## config.mk

```make
export PLATFORM = sky130hd
export DESIGN_NAME = paged_pc
export DESIGN_NICKNAME = d
export VERILOG_FILES = /design/src/rtl/ppc_pkg.sv /design/src/rtl/ppc_page_latch.sv /design/src/rtl/ppc_seq_ctl.sv /design/src/rtl/ppc_next_pc.sv /design/src/rtl/paged_pc.sv
export SDC_FILE = /design/constraint.sdc
export NUM_CORES = 1
export LEC_CHECK = 0
export CORE_UTILIZATION = 45
export CTS_CLUSTER_SIZE = 20
export DETAILED_ROUTE_END_ITERATION = 8
export PLACE_DENSITY = 0.79
export SLEW_MARGIN = 25
export SYNTH_ARGS = -nofsm -noshare
export SYNTH_HDL_FRONTEND = slang
export SYNTH_SLANG_ARGS = --single-unit
```

## constraint.sdc

```tcl
create_clock -name clk -period 2.8 [get_ports clk]
set_input_delay 0.28 -clock clk [delete_from_list [all_inputs] [get_ports clk]]
set_output_delay 0.28 -clock clk [all_outputs]
set_load 0.01 [all_outputs]
```

## src/rtl/ppc_pkg.sv

```systemverilog
package ppc_pkg;

    typedef enum logic [1:0] {
        ST_SEQ   = 2'd0,
        ST_HOLD  = 2'd1,
        ST_FLUSH = 2'd2
    } seq_state_e;

    typedef enum logic [1:0] {
        SRC_INC  = 2'd0,
        SRC_HOLD = 2'd1,
        SRC_LOW  = 2'd2,
        SRC_JMP  = 2'd3
    } pc_src_e;

endpackage

```

## src/rtl/ppc_page_latch.sv

```systemverilog
module ppc_page_latch #(
    parameter int HI_W = 3
) (
    input  logic            clk,
    input  logic            rst_n,
    input  logic            we,
    input  logic [HI_W-1:0] wdata,
    output logic [HI_W-1:0] q
);

    // Written by software; consumed only by redirects in later cycles.
    always_ff @(posedge clk or negedge rst_n) begin
        if (!rst_n) begin
            q <= '0;
        end else if (we) begin
            q <= wdata;
        end
    end

endmodule

```

## src/rtl/ppc_seq_ctl.sv

```systemverilog
module ppc_seq_ctl
    import ppc_pkg::*;
(
    input  logic    clk,
    input  logic    rst_n,
    input  logic    stall,
    input  logic    lo_we,
    input  logic    jmp_en,
    output pc_src_e src,
    output logic    flush
);

    seq_state_e state_q;
    seq_state_e state_d;
    logic       redirect;

    assign redirect = lo_we | jmp_en;

    // Next-state selection.
    always_comb begin
        state_d = ST_SEQ;
        unique case (state_q)
            ST_SEQ, ST_HOLD, ST_FLUSH: begin
                if (redirect) begin
                    state_d = ST_FLUSH;
                end else if (stall) begin
                    state_d = ST_HOLD;
                end else begin
                    state_d = ST_SEQ;
                end
            end
            default: state_d = ST_SEQ;
        endcase
    end

    // State register.
    always_ff @(posedge clk or negedge rst_n) begin
        if (!rst_n) begin
            state_q <= ST_SEQ;
        end else begin
            state_q <= state_d;
        end
    end

    // Outputs: flush from the state, source selection from this cycle's
    // strobes in priority order jump > low write > stall > increment.
    always_comb begin
        flush = 1'b0;
        unique case (state_q)
            ST_FLUSH: flush = 1'b1;
            ST_SEQ:   flush = 1'b0;
            ST_HOLD:  flush = 1'b0;
            default:  flush = 1'b0;
        endcase

        if (jmp_en) begin
            src = SRC_JMP;
        end else if (lo_we) begin
            src = SRC_LOW;
        end else if (stall) begin
            src = SRC_HOLD;
        end else begin
            src = SRC_INC;
        end
    end

endmodule

```

## src/rtl/ppc_next_pc.sv

```systemverilog
module ppc_next_pc
    import ppc_pkg::*;
#(
    parameter int ADDR_W = 11,
    parameter int DATA_W = 8,
    parameter int JT_W   = 9,
    parameter int HI_W   = ADDR_W - DATA_W
) (
    input  pc_src_e           src,
    input  logic [ADDR_W-1:0] cur_pc,
    input  logic [HI_W-1:0]   hi_q,
    input  logic              lo_add,
    input  logic [DATA_W-1:0] lo_wdata,
    input  logic [JT_W-1:0]   jmp_target,
    output logic [ADDR_W-1:0] nxt_pc
);

    localparam int UJ_W = ADDR_W - JT_W;

    logic [DATA_W-1:0] low_sum;
    logic [DATA_W-1:0] low_new;
    logic [ADDR_W-1:0] jmp_pc;

    // Carry out of the low byte is dropped: the page is not advanced.
    assign low_sum = cur_pc[DATA_W-1:0] + lo_wdata;
    assign low_new = lo_add ? low_sum : lo_wdata;

    generate
        if (UJ_W == 0) begin : g_full_jump
            assign jmp_pc = jmp_target;
        end else begin : g_paged_jump
            assign jmp_pc = {hi_q[HI_W-1 -: UJ_W], jmp_target};
        end
    endgenerate

    always_comb begin
        nxt_pc = cur_pc;
        unique case (src)
            SRC_INC:  nxt_pc = cur_pc + ADDR_W'(1);
            SRC_HOLD: nxt_pc = cur_pc;
            SRC_LOW:  nxt_pc = {hi_q, low_new};
            SRC_JMP:  nxt_pc = jmp_pc;
            default:  nxt_pc = cur_pc;
        endcase
    end

endmodule

```

## src/rtl/paged_pc.sv

```systemverilog
module paged_pc
    import ppc_pkg::*;
#(
    parameter int ADDR_W = 11,
    parameter int DATA_W = 8,
    parameter int JT_W   = 9,
    localparam int HI_W  = ADDR_W - DATA_W
) (
    input  logic              clk,
    input  logic              rst_n,
    input  logic              stall,
    input  logic              lo_we,
    input  logic              lo_add,
    input  logic [DATA_W-1:0] lo_wdata,
    input  logic              hi_we,
    input  logic [HI_W-1:0]   hi_wdata,
    input  logic              jmp_en,
    input  logic [JT_W-1:0]   jmp_target,
    output logic [ADDR_W-1:0] fetch_addr,
    output logic [DATA_W-1:0] lo_rdata,
    output logic              flush
);

    pc_src_e           src;
    logic [HI_W-1:0]   hi_q;
    logic [ADDR_W-1:0] pc_q;
    logic [ADDR_W-1:0] pc_d;

    ppc_page_latch #(.HI_W(HI_W)) u_latch (
        .clk   (clk),
        .rst_n (rst_n),
        .we    (hi_we),
        .wdata (hi_wdata),
        .q     (hi_q)
    );

    ppc_seq_ctl u_seq (
        .clk    (clk),
        .rst_n  (rst_n),
        .stall  (stall),
        .lo_we  (lo_we),
        .jmp_en (jmp_en),
        .src    (src),
        .flush  (flush)
    );

    ppc_next_pc #(
        .ADDR_W (ADDR_W),
        .DATA_W (DATA_W),
        .JT_W   (JT_W),
        .HI_W   (HI_W)
    ) u_next (
        .src        (src),
        .cur_pc     (pc_q),
        .hi_q       (hi_q),
        .lo_add     (lo_add),
        .lo_wdata   (lo_wdata),
        .jmp_target (jmp_target),
        .nxt_pc     (pc_d)
    );

    always_ff @(posedge clk or negedge rst_n) begin
        if (!rst_n) begin
            pc_q <= '0;
        end else begin
            pc_q <= pc_d;
        end
    end

    assign fetch_addr = pc_q;
    assign lo_rdata   = pc_q[DATA_W-1:0];

endmodule

```

==> qor.yml <==
run_status:
  outcome: "finished with violations"
  violations: "DRC"
sta:
  worstMarginPinSlew_ps: 743
  fin_crit_sh: 0.766
  fmax_mhz: 466
  slew_headroom: 0.503
  finalSetupTns_ps: 0
  finalHoldViolations: 0
  slew_violations: 0
  setup_viol: 0
  fin_skew_ps: 7.33
  fin_crit_ps: 2150
  rsz0062_at_grt: "no"
power_and_ir_drop:
  pwr-share-seq: 0.367
  power_density_nw_per_um2: 451
  pwr-share-comb: 0.440
  power.switching_uw: 282
  power.internal_uw: 538
  p_leak_nw: 0.748
  pwr-share-clk: 0.193
  vdd_drop_max_mv: 0.409
  swShare: 0.344
drt:
  drt_iter0_drc: 50
  post_drt_via_cell_ratio: 5.98
  drc: 2
  wl_per_cell_um: 16.3
  dr.pass1.iters: 6
  ant_nets: 0
  route.vias.total: 1351
  wl_um: 3670
floorplanning:
  rows: 19
  die_h_um: 57.2
  die_w_um: 57.2
  core_area_sq_um: 2830
  initial_core_util: 0.485
  pin_count: 47
  die_area_sq_um: 3280
synthesis:
  syn-cell-area_sq_um: 1370
  synth_top_cell_area_share: 0.292
  synth.most_common_cell: "dfrtp_1"
  yosysSeqAreaShare: 0.292
  synthTopCellsByArea: "dfrtp_1 29%, ha_1 7.3%, a21oi_1 5.1%, buf_4 4.4%, mux2_2 4.1%"
  synth-seq-cells: 16
  yosysWarnings: 0
  ys.flop_type: "dfrtp_1"
  syn_nets: 192
  synth-async-reset-ratio: 1.00
  netlist_instances: 156
  synth_enable_flop_cells: 0
  yosysTopAreaCell: "dfrtp_1"
  ys_types: 46
  avgSynthCellArea_sq_um: 8.80
  synthTopCellsByCount: "16 x dfrtp_1, 14 x a21oi_1, 14 x nor2_1"
grt:
  grt_pass1_wl_um: 6160
  overflow: 0
  grt_antenna_before_repair: 0
  grt_start_max_net_pins: 19
  grtUsageTotal: 0.245
  grt_pass1_vias: 1346
cts:
  cts_resized: 0
  cts_sinks: 16
  clk_latency_ps: 300
  htreeDepth: 1
  cts_tree: "done"
  cts_buffers: 3
  clk_path_buf_depth: 2
  root_buffer: "clkbuf_4"
  hold_buffers: 0
  clk_pin_slew_ps: 100
  postCtsSetupRepairBufs: 0
final_layout:
  nNetsFinal: 232
  layout-drive-gt1-share: 0.0923
  synthToLayoutAreaGrowth_pct: 32.6
  final_area_sq_um: 1820
  antenna_cells: 0
  fillers: 239
worst_setup_path:
  critPathArrivalTime_ps: 2360
  critPathLaunchType: "flop"
  worst_setup_path_end_kind: "flop"
  worstPathMaxFanout: 7
  critPathKind: "reg2reg"
  cp.required_ps: 3020
flow_run:
  timing.max_cap.violations: 0
place:
  dpl.hpwl_um: 2860
  placed_area_sq_um: 1780
  port_buffers: 46
  place_congestion: 0.914
worst_hold_path:
  hp-class: "in2async"
==> metal layers <==
metal / vias up / GRT usage / part of all wire
met5: - / 0 / 0
met4: 0 / 0.0801 / 0.019
met3: 9 / 0.0454 / 0.063
met2: 54 / 0.408 / 0.48
met1: 640 / 0.321 / 0.44
li1: 648 / - / -
==> sequential cells by signal, indices dropped and copies added, names as in the netlist <==
name           count
fetch_addr        11
u_latch.q          3
u_seq.state_q      2
==> critical path: stages, from the launching register on <==
cell     delay, ps
dfrtp_1        490
ha_1           370
a21o_1         220
a21o_1         200
or4_4          420
and4_4         180
o31ai_2        190
==> final cells by class <==
cell class                      instances  area (sq um)  share of cell area
Clock buffer                            4          36.3              0.0199
Inverter                                3          11.3             0.00619
Multi-Input combinational cell        122           843               0.463
Sequential cell                        16           400               0.220
Tap cell                               31          38.8              0.0213
Timing Repair Buffer                   50           490               0.269
==> metrics by stage <==
stage / hold slack, ps / util / total power, mW / setup WS (ps) / instances
5_1_grt: 478 / 0.644 / 0.871 / 567 / 226
6_report: 412 / 0.644 / 0.820 / 655 / 226
3_5_place_dp: 458 / 0.631 / 0.666 / 427 / 222
3_3_place_gp: 452 / 0.631 / 0.657 / 454 / 222
4_1_cts: 436 / 0.644 / 0.828 / 659 / 226
2_1_floorplan: -15.6 / - / 0.519 / 761 / 156
==> layout by cell type (no fill, tap or decap), types with 2 or more instances in the layout <==
master / synthesis / layout
clkbuf_4: 0 / 3
xnor2_1: 5 / 5
o21bai_1: 2 / 2
a31oi_1: 4 / 4
inv_1: 3 / 3
o21a_1: 2 / 2
dfrtp_1: 16 / 16
nand4_1: 2 / 2
buf_4: 8 / 4
xor2_1: 3 / 3
nor2b_1: 3 / 3
ha_1: 8 / 8
nand3_1: 9 / 9
mux2_2: 5 / 5
a21o_1: 2 / 2
a22oi_1: 2 / 2
a21oi_1: 14 / 14
clkdlybuf4s50_1: 0 / 46
mux2i_1: 3 / 3
nor2_1: 14 / 14
a221oi_1: 2 / 2
o21ai_0: 8 / 8
nand2_1: 12 / 12
==> power by group through the flow <==
stage | combinational [mW] | sequential [mW] | clock (mW)
final | 0.361 | 0.301 | 0.158
after global placement | 0.354 | 0.304 | 0
after detailed placement | 0.360 | 0.306 | 0
after floorplan | 0.213 | 0.307 | 0
after CTS | 0.362 | 0.301 | 0.164
after global routing | 0.394 | 0.307 | 0.169
==> cells by family after synthesis <==
family	share of synthesized area
AOI/OAI and AO/OA	0.222
xor gates and xnor gates	0.0511
adders and majority gates	0.0875
buffers and inverters	0.0939
DFF	0.292
muxes	0.0629
and+or+nand+nor	0.191
==> final timing paths <==
kind / start / to / slack [ps] / depth (start not counted)
worst max-delay path: fetch_addr[4] / fetch_addr[7] / 650 / 6
worst min-delay path: rst_n / fetch_addr[6] / 410 / 1
worst max register to register: fetch_addr[4] / fetch_addr[7] / 650 / 6
worst min register to register: u_seq.state_q[1] / u_seq.state_q[0] / 470 / 1
max in group asynchronous: rst_n / u_latch.q[1] / 1920 / 1
min in group clk: u_seq.state_q[1] / u_seq.state_q[0] / 470 / 1
No activity file was read; power rests on OpenSTA's default activity.
